**src/rtl/rfl_pkg.sv**
```systemverilog
package rfl_pkg;

  typedef enum logic [2:0] {
    ST_IDLE      = 3'd0,
    ST_XLATE_PTE = 3'd1,
    ST_READ      = 3'd2,
    ST_WRITE_TLB = 3'd3,
    ST_DONE      = 3'd4,
    ST_FAULT     = 3'd5
  } rfl_state_e;

  typedef enum logic [1:0] {
    RSP_RETRY      = 2'd0,
    RSP_MISS_EXC   = 2'd1,
    RSP_DOUBLE_EXC = 2'd2,
    RSP_BAD_PTE    = 2'd3
  } rfl_rsp_e;

endpackage

```
**src/rtl/rfl_rst_sync.sv**
```systemverilog
module rfl_rst_sync (
  input  logic clk,
  input  logic rst_n,
  output logic rst_sync_n
);
  logic [1:0] sync_q;

  always_ff @(posedge clk or negedge rst_n) begin
    if (!rst_n) sync_q <= 2'b00;
    else        sync_q <= {sync_q[0], 1'b1};
  end

  assign rst_sync_n = sync_q[1];
endmodule

```
**src/rtl/rfl_addr_gen.sv**
```systemverilog
module rfl_addr_gen #(
  parameter int VA_W       = 32,
  parameter int PAGE_SHIFT = 12,
  parameter int ENTRY_LOG2 = 2,
  parameter int SET_BITS   = 2,
  localparam int VPN_W     = VA_W - PAGE_SHIFT
) (
  input  logic [VA_W-1:0]     fault_vaddr,
  input  logic [VA_W-1:0]     table_base,
  output logic [VA_W-1:0]     entry_vaddr,
  output logic [VPN_W-1:0]    page_num,
  output logic [SET_BITS-1:0] set_idx
);
  localparam int PAD_W = PAGE_SHIFT - ENTRY_LOG2;

  logic [VA_W-1:0] entry_offset;

  assign page_num     = fault_vaddr[VA_W-1:PAGE_SHIFT];
  assign entry_offset = {{PAD_W{1'b0}}, page_num, {ENTRY_LOG2{1'b0}}};
  assign entry_vaddr  = table_base + entry_offset;
  assign set_idx      = fault_vaddr[PAGE_SHIFT+SET_BITS-1:PAGE_SHIFT];
endmodule

```
**src/rtl/rfl_victim_rr.sv**
```systemverilog
module rfl_victim_rr #(
  parameter int SETS      = 4,
  parameter int WAYS      = 4,
  localparam int SET_BITS = $clog2(SETS),
  localparam int WAY_BITS = $clog2(WAYS)
) (
  input  logic                clk,
  input  logic                rst_n,
  input  logic [SET_BITS-1:0] sel_set,
  input  logic                advance,
  output logic [WAY_BITS-1:0] victim_way
);
  localparam logic [WAY_BITS-1:0] LAST_WAY = WAY_BITS'(WAYS - 1);

  logic [WAY_BITS-1:0] ptr_q [SETS];

  for (genvar s = 0; s < SETS; s++) begin : g_set
    logic                step_en;
    logic [WAY_BITS-1:0] ptr_d;

    assign step_en = advance && (sel_set == SET_BITS'(s));

    always_comb begin
      if (ptr_q[s] == LAST_WAY) ptr_d = '0;
      else                      ptr_d = ptr_q[s] + 1'b1;
    end

    always_ff @(posedge clk or negedge rst_n) begin
      if (!rst_n)       ptr_q[s] <= '0;
      else if (step_en) ptr_q[s] <= ptr_d;
    end
  end

  assign victim_way = ptr_q[sel_set];
endmodule

```
**src/rtl/rfl_fsm.sv**
```systemverilog
module rfl_fsm
  import rfl_pkg::*;
#(
  parameter int VA_W                 = 32,
  parameter int PA_W                 = 32,
  parameter int PTE_W                = 32,
  parameter int ATTR_W               = 4,
  parameter logic [ATTR_W-1:0] ATTR_INVALID = '1
) (
  input  logic             clk,
  input  logic             rst_n,
  input  logic             miss_valid,
  output logic             miss_ready,
  input  logic [VA_W-1:0]  miss_vaddr,
  input  logic             miss_excm,
  output logic [VA_W-1:0]  held_vaddr,
  output logic             lk_valid,
  input  logic             lk_hit,
  input  logic [PA_W-1:0]  lk_paddr,
  output logic             rd_valid,
  input  logic             rd_ready,
  output logic [PA_W-1:0]  rd_addr,
  input  logic             rd_rvalid,
  input  logic [PTE_W-1:0] rd_rdata,
  output logic             tlb_wr_valid,
  output logic [PTE_W-1:0] tlb_wr_pte,
  output logic             rsp_valid,
  output logic [1:0]       rsp_code
);
  rfl_state_e       state_q, state_d;
  logic [VA_W-1:0]  vaddr_q;
  logic             excm_q;
  logic [PA_W-1:0]  paddr_q;
  logic [PTE_W-1:0] pte_q;
  logic             issued_q, issued_d;
  rfl_rsp_e         code_q, code_d;

  logic accept, paddr_en, pte_en, code_en, issue_fire, pte_bad;

  assign accept     = (state_q == ST_IDLE) && miss_valid;
  assign issue_fire = rd_valid && rd_ready;
  assign pte_bad    = (rd_rdata[ATTR_W-1:0] == ATTR_INVALID);

  always_comb begin
    state_d  = state_q;
    code_d   = code_q;
    code_en  = 1'b0;
    paddr_en = 1'b0;
    pte_en   = 1'b0;
    issued_d = issued_q;
    if (accept)     issued_d = 1'b0;
    if (issue_fire) issued_d = 1'b1;
    case (state_q)
      ST_IDLE: begin
        if (miss_valid) state_d = ST_XLATE_PTE;
      end
      ST_XLATE_PTE: begin
        if (lk_hit) begin
          state_d  = ST_READ;
          paddr_en = 1'b1;
        end else begin
          state_d = ST_FAULT;
          code_en = 1'b1;
          code_d  = excm_q ? RSP_DOUBLE_EXC : RSP_MISS_EXC;
        end
      end
      ST_READ: begin
        if (issued_q && rd_rvalid) begin
          if (pte_bad) begin
            state_d = ST_FAULT;
            code_en = 1'b1;
            code_d  = RSP_BAD_PTE;
          end else begin
            state_d = ST_WRITE_TLB;
            pte_en  = 1'b1;
          end
        end
      end
      ST_WRITE_TLB: state_d = ST_DONE;
      ST_DONE:      state_d = ST_IDLE;
      ST_FAULT:     state_d = ST_IDLE;
      default:      state_d = ST_IDLE;
    endcase
  end

  always_ff @(posedge clk or negedge rst_n) begin
    if (!rst_n) begin
      state_q  <= ST_IDLE;
      issued_q <= 1'b0;
    end else begin
      state_q  <= state_d;
      issued_q <= issued_d;
    end
  end

  always_ff @(posedge clk or negedge rst_n) begin
    if (!rst_n) begin
      vaddr_q <= '0;
      excm_q  <= 1'b0;
    end else if (accept) begin
      vaddr_q <= miss_vaddr;
      excm_q  <= miss_excm;
    end
  end

  always_ff @(posedge clk or negedge rst_n) begin
    if (!rst_n)        paddr_q <= '0;
    else if (paddr_en) paddr_q <= lk_paddr;
  end

  always_ff @(posedge clk or negedge rst_n) begin
    if (!rst_n)      pte_q <= '0;
    else if (pte_en) pte_q <= rd_rdata;
  end

  always_ff @(posedge clk or negedge rst_n) begin
    if (!rst_n)       code_q <= RSP_RETRY;
    else if (code_en) code_q <= code_d;
  end

  assign miss_ready   = (state_q == ST_IDLE);
  assign held_vaddr   = vaddr_q;
  assign lk_valid     = (state_q == ST_XLATE_PTE);
  assign rd_valid     = (state_q == ST_READ) && !issued_q;
  assign rd_addr      = paddr_q;
  assign tlb_wr_valid = (state_q == ST_WRITE_TLB);
  assign tlb_wr_pte   = pte_q;
  assign rsp_valid    = (state_q == ST_DONE) || (state_q == ST_FAULT);
  assign rsp_code     = (state_q == ST_DONE) ? RSP_RETRY : code_q;
endmodule

```
**src/rtl/pt_refill_engine.sv**
```systemverilog
module pt_refill_engine #(
  parameter int VA_W       = 32,
  parameter int PA_W       = 32,
  parameter int PTE_W      = 32,
  parameter int PAGE_SHIFT = 12,
  parameter int ENTRY_LOG2 = 2,
  parameter int SETS       = 4,
  parameter int WAYS       = 4,
  parameter int ATTR_W     = 4,
  parameter logic [ATTR_W-1:0] ATTR_INVALID = '1,
  localparam int VPN_W     = VA_W - PAGE_SHIFT,
  localparam int SET_BITS  = $clog2(SETS),
  localparam int WAY_BITS  = $clog2(WAYS)
) (
  input  logic                clk,
  input  logic                rst_n,
  input  logic [VA_W-1:0]     ptbase,
  input  logic                miss_valid,
  output logic                miss_ready,
  input  logic [VA_W-1:0]     miss_vaddr,
  input  logic                miss_excm,
  output logic                lk_valid,
  output logic [VA_W-1:0]     lk_vaddr,
  output logic [1:0]          lk_ring,
  input  logic                lk_hit,
  input  logic [PA_W-1:0]     lk_paddr,
  output logic                rd_valid,
  input  logic                rd_ready,
  output logic [PA_W-1:0]     rd_addr,
  output logic [1:0]          rd_ring,
  input  logic                rd_rvalid,
  input  logic [PTE_W-1:0]    rd_rdata,
  output logic                tlb_wr_valid,
  output logic [SET_BITS-1:0] tlb_wr_set,
  output logic [WAY_BITS-1:0] tlb_wr_way,
  output logic [VPN_W-1:0]    tlb_wr_vpn,
  output logic [PTE_W-1:0]    tlb_wr_pte,
  output logic                rsp_valid,
  output logic [1:0]          rsp_code
);
  localparam logic [1:0] KERNEL_RING = 2'b00;

  logic                rst_int_n;
  logic [VA_W-1:0]     held_vaddr;
  logic [SET_BITS-1:0] set_idx;

  rfl_rst_sync u_rst (
    .clk        (clk),
    .rst_n      (rst_n),
    .rst_sync_n (rst_int_n)
  );

  rfl_addr_gen #(
    .VA_W       (VA_W),
    .PAGE_SHIFT (PAGE_SHIFT),
    .ENTRY_LOG2 (ENTRY_LOG2),
    .SET_BITS   (SET_BITS)
  ) u_addr (
    .fault_vaddr (held_vaddr),
    .table_base  (ptbase),
    .entry_vaddr (lk_vaddr),
    .page_num    (tlb_wr_vpn),
    .set_idx     (set_idx)
  );

  rfl_fsm #(
    .VA_W         (VA_W),
    .PA_W         (PA_W),
    .PTE_W        (PTE_W),
    .ATTR_W       (ATTR_W),
    .ATTR_INVALID (ATTR_INVALID)
  ) u_fsm (
    .clk          (clk),
    .rst_n        (rst_int_n),
    .miss_valid   (miss_valid),
    .miss_ready   (miss_ready),
    .miss_vaddr   (miss_vaddr),
    .miss_excm    (miss_excm),
    .held_vaddr   (held_vaddr),
    .lk_valid     (lk_valid),
    .lk_hit       (lk_hit),
    .lk_paddr     (lk_paddr),
    .rd_valid     (rd_valid),
    .rd_ready     (rd_ready),
    .rd_addr      (rd_addr),
    .rd_rvalid    (rd_rvalid),
    .rd_rdata     (rd_rdata),
    .tlb_wr_valid (tlb_wr_valid),
    .tlb_wr_pte   (tlb_wr_pte),
    .rsp_valid    (rsp_valid),
    .rsp_code     (rsp_code)
  );

  rfl_victim_rr #(
    .SETS (SETS),
    .WAYS (WAYS)
  ) u_victim (
    .clk        (clk),
    .rst_n      (rst_int_n),
    .sel_set    (set_idx),
    .advance    (tlb_wr_valid),
    .victim_way (tlb_wr_way)
  );

  assign tlb_wr_set = set_idx;
  assign lk_ring    = KERNEL_RING;
  assign rd_ring    = KERNEL_RING;
endmodule

```
**config.mk**
```make
export PLATFORM = sky130hd
export DESIGN_NAME = pt_refill_engine
export DESIGN_NICKNAME = d
export VERILOG_FILES = /design/src/rtl/rfl_pkg.sv /design/src/rtl/rfl_rst_sync.sv /design/src/rtl/rfl_addr_gen.sv /design/src/rtl/rfl_victim_rr.sv /design/src/rtl/rfl_fsm.sv /design/src/rtl/pt_refill_engine.sv
export SDC_FILE = /design/constraint.sdc
export NUM_CORES = 1
export LEC_CHECK = 0
export ABC_AREA = 1
export BUFFER_PORTS_ARGS = -buffer_cell sky130_fd_sc_hd__buf_4
export CAP_MARGIN = 0
export CORE_MARGIN = 4
export CORE_UTILIZATION = 52
export CTS_BUF_LIST = sky130_fd_sc_hd__clkbuf_4 sky130_fd_sc_hd__clkbuf_8 sky130_fd_sc_hd__clkbuf_16
export DETAILED_ROUTE_END_ITERATION = 6
export PLACE_DENSITY = 0.95
export SYNTH_ARGS = -nofsm -noshare
export SYNTH_HDL_FRONTEND = slang
export SYNTH_SLANG_ARGS = --single-unit
```
**constraint.sdc**
```tcl
create_clock -name clk -period 8.54 [get_ports clk]
set_clock_uncertainty 0.05 [all_clocks]
set_input_delay 1.708 -clock clk [delete_from_list [all_inputs] [get_ports clk]]
set_output_delay 1.708 -clock clk [all_outputs]
set_load 0.005 [all_outputs]
```
==> impl_results.md, run 1 <==
* Syn Inst Count at slightly below 800
* Vias in the first global route at between 5000 and 6000
* Wire per inst at 14.82 um
* Max_cap viols at 0
* Syn avg cell area at 7.618 um^2
* Largest net degree at the start of global routing at 65
* Num CTS Buffers at 9
* Register area share after synthesis at 42.05%
* Die H at about 120 um
* Post-Syn Area at around 0.006 mm^2
* Final hold vios at 0
* Starting density of the core at 54.26%
* Fillers at approximately 840
* Setup Buffers After CTS at 0
* Fmax at 190.1 MHz
* # IOs at ~270
* Critical Path RT at 6.78 ns
* Post-CTS sizing at 0
* Wirelength, routed at 17.40 mm
* Worst reg2reg path startpoint: u_fsm.state_q[0]$_DFFE_PN0P_
* LEAKAGE at 4.931 nW
* Max-slew violations at 0
* RD Place Congestion at ~0.98
* Slew HR at 41.91%
* Fin Setup TNS at 0 ns
* Clk slew on worst S/H paths at 0.07 ns
* DIE WIDTH at ~120 um
* Net count reported at finish at 1189
* Fraction of registers with async set/reset at 100.0%
* Layout cells sized above 1 at 29.40%
* Min Tclk post-route at ~5.3 ns
* Synth cell types at 33
* Clk buf depth at 2
* CP Launch Type: input port
* TritonCTS clock tree: yes
* Worst skew pair latency at 0.34 ns
* DIE AREA at 0.01334 mm^2
* Total track usage at 25.52%
* Via/cell ratio at about 5.0
* Ys Warns at 0
* Placed wire-length estimate at 14.26 mm
* Antenna Nets Post-Route at 0
* Area of the core at 0.01108 mm^2
* Crit path DAT at 3.50 ns
* Worst-margin pin slew at 0.8696 ns
* Top FF cell, synth: dfrtp_1
* Hold Path Class: reg2async
* Setup ws final at ~3.3 ns
* IO buf count at 245
* Crit-path max cell delay at 0.40 ns
* Critical Path Slowest Stage Cell: fa_1
* EDFF count, synth at 0
* Dpl ws at 3.301 ns
* DRT Pass-1 Iters at 5
* Number of synthesized register bits at 101
* Max IR drop VDD at 0.2585 mV
* Most common cell in the netlist: nand2_1
* Worst Setup SP: ptbase[2]
* Area Overhead vs Synth at 36.82%
* Initial antenna violation count at 0
* Status: finished, final reports clean
* RSZ-0062 raised after global routing: no
* Clock sinks at 101
* 1st-iter DRT viols at 334
* Final worst-path cycle share at roughly 62%
* Final Setup Violations at 0
* Register area at 0.002531 mm^2
* Antenna Cells at 0
* Crit Path Class: in2out
* CTS Hold Bufs at 0
* H-tree levels at 3
* Post-route DRC violation count at 0
* CP Capture Type: output port
* DR vias at 5895
* Synth cell count leaders: nand2_1, inv_1, dfrtp_1
* Fin util at 74.24%
* Crit path cell chain: buf_4 -> ha_1 -> inv_1 -> fa_1 -> inv_1 -> nand3_1 -> nand3_1 -> nand2_1 -> nand3_1 -> nand3_1 -> nand2_1 -> nand2_1 -> nand2_1 -> buf_4
* Num rows at 38
* Area share of the largest cell type after synthesis at roughly 42%
* Area contributors post-synth: dfrtp_1, nand2_1, mux2_4, inv_1, ha_1
* First-pass GRT wire length at 26.93 mm
* Synth area leader: dfrtp_1
* GR Overflow Total at 0
* Power Dens Cells at 344.7 mW/mm^2
* Area of the multi-input gates at between 0.002 and 0.003 mm^2
* CP max FO at 4
* Root Buffer Master: clkbuf_16
cells by family (layout without fill, tap and decap cells):
kind of cell    after synthesis  in the layout  share of synthesized area (%)
buf+inv                     128            370                          9.034
compound gates               40             40                          3.830
mux                          34             34                          8.243
xor+xnor                     13             13                          1.894
fa+ha+maj                    25             25                          5.329
other cells                   2              5                         0.1249
simple gates                446            446                          29.50
flops                       101            101                          42.05
placed cells by master (no fill, tap or decap), types with 2 or more instances in the layout:
cell type	netlist	routed
nand2_1	347	347
nor2_1	44	44
o21ai_0	15	15
conb_1	2	5
mux2_2	4	4
nor3_1	10	10
xor2_1	12	12
clkbuf_16	0	9
nand4_1	5	5
inv_2	2	2
a21o_1	3	3
nand3_1	34	34
mux2_4	30	30
ha_1	24	24
a22oi_1	2	2
inv_6	0	2
o221ai_1	2	2
a21oi_1	14	14
inv_1	105	105
nor2_2	2	2
dfrtp_1	101	100
buf_4	8	247
worst max-delay path, delay by kind of cell:
kind | cells | cell delay [ns]
adders and majority gates | 2 | 0.62
buffers and inverters | 4 | 0.36
and+or+nand+nor | 8 | 0.80
worst paths after layout:
path | endpoint | slack [ns] | cells after the start
worst max register to register | u_fsm.held_vaddr[13]$_DFFE_PN0P_ | 6.23 | 6
worst max-delay path | lk_vaddr[18] | 3.28 | 14
worst min-delay path | u_fsm.tlb_wr_pte[5]$_DFFE_PN0P_ | 0.23 | 0
max in group asynchronous | u_fsm.held_vaddr[23]$_DFFE_PN0P_ | 7.03 | 1
min in group clk | u_rst.sync_q[1]$_DFF_PN0_ | 0.31 | 0
worst min register to register | u_fsm.tlb_wr_pte[5]$_DFFE_PN0P_ | 0.23 | 0
flip-flops by register name, indices dropped and copies added, names as in the netlist:
name	cells
u_fsm.rd_addr	32
u_fsm.tlb_wr_pte	32
u_fsm.state_q	3
u_fsm.held_vaddr	20
u_fsm.excm_q	1
u_fsm.issued_q	1
u_rst.sync_q	2
u_victim.ptr_q	8
u_fsm.code_q	2
metrics by stage:
| stage | area, um^2 | hold WS, ns | power (mW) | std cells |
|---|---|---|---|---|
| 5_1_grt | 8224 | 0.2837 | 3.053 | 1174 |
| 6_report | 8224 | 0.2296 | 2.835 | 1174 |
| 3_3_place_gp | 7914 | 0.2409 | 2.349 | 1158 |
| 4_1_cts | 8224 | 0.2489 | 2.850 | 1174 |
| 3_5_place_dp | 7914 | 0.2441 | 2.416 | 1158 |
| 2_1_floorplan | 6022 | 0.2812 | 1.647 | 792 |
where the power goes:
group	switching, mW	leakage, nW	internal (mW)	total (mW)
logic	0.771	3.51	0.770	1.54
clock network	0.184	0.156	0.243	0.426
registers	0.168	1.27	0.700	0.868
total	1.12	4.93	1.71	2.84
layer usage:
metal | share of wire (%) | wire length [um] | global-route usage, % | vias to the layer above
met5 | 0 | 0 | 0 | -
met4 | 3.0 | 521 | 9.781 | 0
met3 | 9.6 | 1674 | 8.042 | 41
met2 | 50 | 8764 | 44.56 | 234
met1 | 37 | 6441 | 29.25 | 2720
li1 | - | - | - | 2900
cell type report:
class                   instances  share of cell area, %
clock buffers                  11                  2.997
clock inverters                 5                 0.7759
inverters                     107                  4.884
multi-input cells             563                  35.89
flip-flops and latches        101                  30.78
well taps                     140                  2.130
repair buffers                247                  22.55
No activity file was read; power rests on OpenSTA's default activity.
==> run 2, diff against run 1 <==
CORE_UTILIZATION = 48   (was 52)
PLACE_DENSITY = 0.89   (was 0.95)
clock period = 4.9 ns   (was 8.54 ns; I/O delays follow)
==> run 2 against run 1 <==
Utilization down 6.2 points. Worst setup slack got worse by 2.2 ns. Sequential cell count unchanged. Register-to-register slack worse by 3.8 ns. Via count down 0.63%. Clock power up 65%. Final area increased by 0.21%. Sequential share of layout area is 0.065 points lower. Routed wire length rose by 0.61%. Critical path depth decreased by 1. Combinational power increased by 75%. First-iteration DRC count decreased by 16%. Critical endpoint is now lk_vaddr[16]. Largest power group unchanged. Highest routed layer unchanged.
==> impl_results.md, run 2 (synthesis results as in run 1) <==
* Status: finished, final reports clean (unchanged)
* Fin Setup TNS at 0 ns (unchanged)
* Critical Path RT at 3.87 ns (was 6.78 ns)
* CTS Hold Bufs at 0 (unchanged)
* Crit-path max cell delay at 0.41 ns (was 0.40 ns)
* Area of the multi-input gates at 0.002952 mm^2 (unchanged)
* # IOs at 266 (unchanged)
* Max IR drop VDD at 0.3517 mV (was 0.2585 mV)
* DIE AREA at 0.01438 mm^2 (was 0.01334 mm^2)
* Fillers at 1045 (was 844)
* Total track usage at 23.77% (was 25.52%)
* Num CTS Buffers at 9 (unchanged)
* Antenna Cells at 0 (unchanged)
* Setup ws final at 1.040 ns (was 3.280 ns)
* Initial antenna violation count at 0 (unchanged)
* Crit Path Class: in2out (unchanged)
* PnR Total Power at 4.907 mW (was 2.835 mW)
* Sw Share at 39.62% (was 39.61%)
* Worst-margin pin slew at 0.8281 ns (was 0.8696 ns)
* Gate power share at 54.8% (was 54.4%)
* LEAKAGE at 4.917 nW (was 4.931 nW)
* Crit path buffers/inverters at 4 (unchanged)
* H-tree levels at 3 (unchanged)
* DR vias at 5858 (was 5895)
* Layout cells sized above 1 at 29.33% (was 29.40%)
* 1st-iter DRT viols at 279 (was 334)
* RSZ-0062 raised after global routing: no (unchanged)
* Slew HR at 44.69% (was 41.91%)
* Setup Buffers After CTS at 0 (unchanged)
* Final worst-path cycle share at 78.78%
* Critical Path Slowest Stage Cell: fa_1 (unchanged)
* Sequential fraction of design power at 30.8% (was 30.6%)
* DIE WIDTH at 119.9 um (was 115.5 um)
* Area of the core at 0.01211 mm^2 (was 0.01108 mm^2)
* Clock sinks at 101 (unchanged)
* Final Setup Violations at 0 (unchanged)
* Net count reported at finish at 1189 (unchanged)
* Fmax at between 200 and 300 MHz
* Max-slew violations at 0 (unchanged)
* NetSw at 1.944 mW (was 1.123 mW)
* Post-CTS sizing at 0 (unchanged)
* TritonCTS clock tree: yes (unchanged)
* CP Launch Type: input port (unchanged)
* Die H at 119.9 um (was 115.5 um)
* Register area at 0.002531 mm^2 (unchanged)
* Dpl ws at 1.054 ns (was 3.301 ns)
* Area Overhead vs Synth at 37.11% (was 36.82%)
* Placed wire-length estimate at 14.26 mm (about the same)
* Clock power frac at 14.4% (was 15.0%)
* CP max FO at 4 (unchanged)
* Clk buf depth at 2 (unchanged)
* Min Tclk post-route at 3.860 ns
* Worst skew pair latency at 0.34 ns (about the same)
* Crit path cell chain: buf_4 -> ha_1 -> inv_1 -> fa_1 -> inv_1 -> nand3_1 -> nand3_1 -> nand2_1 -> nand2_1 -> nand3_1 -> a21o_1 -> nand2_1 -> buf_4 (was buf_4 -> ha_1 -> inv_1 -> fa_1 -> inv_1 -> nand3_1 -> nand3_1 -> nand2_1 -> nand3_1 -> nand3_1 -> nand2_1 -> nand2_1 -> nand2_1 -> buf_4)
* Max_cap viols at 0 (unchanged)
* Largest net degree at the start of global routing at 53 (was 65)
* Vias in the first global route at 5788 (was 5755)
* Internal power at 2.963 mW (was 1.712 mW)
* Wirelength, routed at 17.51 mm (was 17.40 mm)
* DRT Pass-1 Iters at 5 (unchanged)
* Post-Place Cell Area at 0.007949 mm^2 (was 0.007914 mm^2)
* Num rows at 40 (was 38)
* CP Capture Type: output port (unchanged)
* Root Buffer Master: clkbuf_16 (unchanged)
* Starting density of the core at 49.63% (was 54.26%)
* Post-route DRC violation count at 0 (unchanged)
* GR Overflow Total at 0 (unchanged)
* Most frequent cells in the layout: nand2_1, buf_4, inv_1, dfrtp_1, nor2_1 (unchanged)
* Final hold vios at 0 (unchanged)
* Power Dens Cells at 595.4 mW/mm^2 (was 344.7 mW/mm^2)
* Most common cell after layout, fill and taps aside: nand2_1 (unchanged)
* IO buf count at 245 (unchanged)
* Hold Path Class: reg2async (unchanged)
* First-pass GRT wire length at 27.42 mm (was 26.93 mm)
* Finished Cell Area at 0.008242 mm^2 (was 0.008224 mm^2)
* Wire per inst at 14.58 um (was 14.82 um)
* Crit path DAT at 2.83 ns (was 3.50 ns)
* Cell family with most CP delay: adder cells (was simple AND/OR/NAND/NOR gates)
* RD Place Congestion at 0.9625 (was 0.9792)
* Clk slew on worst S/H paths at 0.06 ns (was 0.07 ns)
* Antenna Nets Post-Route at 0 (unchanged)
* Via/cell ratio at 4.878 (was 5.021)
## run 2: cell count changes in the layout (fill, tap and decap cells not counted), sizes merged
cell	before	now
clkinv	1	2
clkbuf	11	10
inv	110	108
clkinvlp	0	1
## run 2: worst paths after layout
check,from,end,slack (ns),cells past startpoint
worst max-delay path,ptbase[2],lk_vaddr[16],1.04,13
worst min-delay path,u_rst.sync_q[1]$_DFF_PN0_,u_fsm.tlb_wr_pte[10]$_DFFE_PN0P_,0.30,0
worst max register to register,u_fsm.state_q[2]$_DFFE_PN0P_,u_fsm.held_vaddr[13]$_DFFE_PN0P_,2.41,6
worst min register to register,u_rst.sync_q[1]$_DFF_PN0_,u_fsm.tlb_wr_pte[10]$_DFFE_PN0P_,0.30,0
max in group asynchronous,u_rst.sync_q[1]$_DFF_PN0_,u_fsm.tlb_wr_pte[13]$_DFFE_PN0P_,3.41,1
min in group clk,u_rst.sync_q[0]$_DFF_PN0_,u_rst.sync_q[1]$_DFF_PN0_,0.30,0
## run 2: routing by layer
metal,share of wire [%],track usage (%),up-vias
met4,2.7,8.661,0
met5,0,0,-
met2,50,42.18,237
met3,9.5,8.247,35
met1,38,26.22,2679
li1,-,-,2907
## run 2: final cells by class
class / instances / area share [%]
timing repair buffer: 247 / 22.50
sequential: 101 / 30.71
clock buffer: 10 / 2.824
inverter: 107 / 4.873
multi-input combinational: 563 / 35.81
clock inverter: 5 / 0.7287
tap: 168 / 2.550
## run 2: metrics by stage
step / util [%] / std cells / hold WS (ns)
after floorplan: - / 792 / 0.2812
after global placement: 65.63 / 1186 / 0.2845
after detailed placement: 65.63 / 1186 / 0.2903
after CTS: 68.05 / 1201 / 0.3051
after global routing: 68.05 / 1201 / 0.3169
final: 68.05 / 1201 / 0.2974
## run 2: worst reg2reg max path: stages, from the launching register on
cell and delay [ns]:
dfrtp_1 0.40, nor2_2 0.12, nand2_1 0.11, inv_1 0.13
nand2_1 0.50, inv_1 0.84, o21ai_0 0.19
## run 2: power groups by stage
| stage | sequential (mW) | clock (mW) | combinational, mW |
|---|---|---|---|
| 2_1_floorplan | 1.49 | 0 | 1.38 |
| 3_3_place_gp | 1.50 | 0 | 2.63 |
| 3_5_place_dp | 1.52 | 0 | 2.71 |
| 4_1_cts | 1.52 | 0.717 | 2.72 |
| 5_1_grt | 1.57 | 0.749 | 2.97 |
| 6_report | 1.51 | 0.704 | 2.69 |
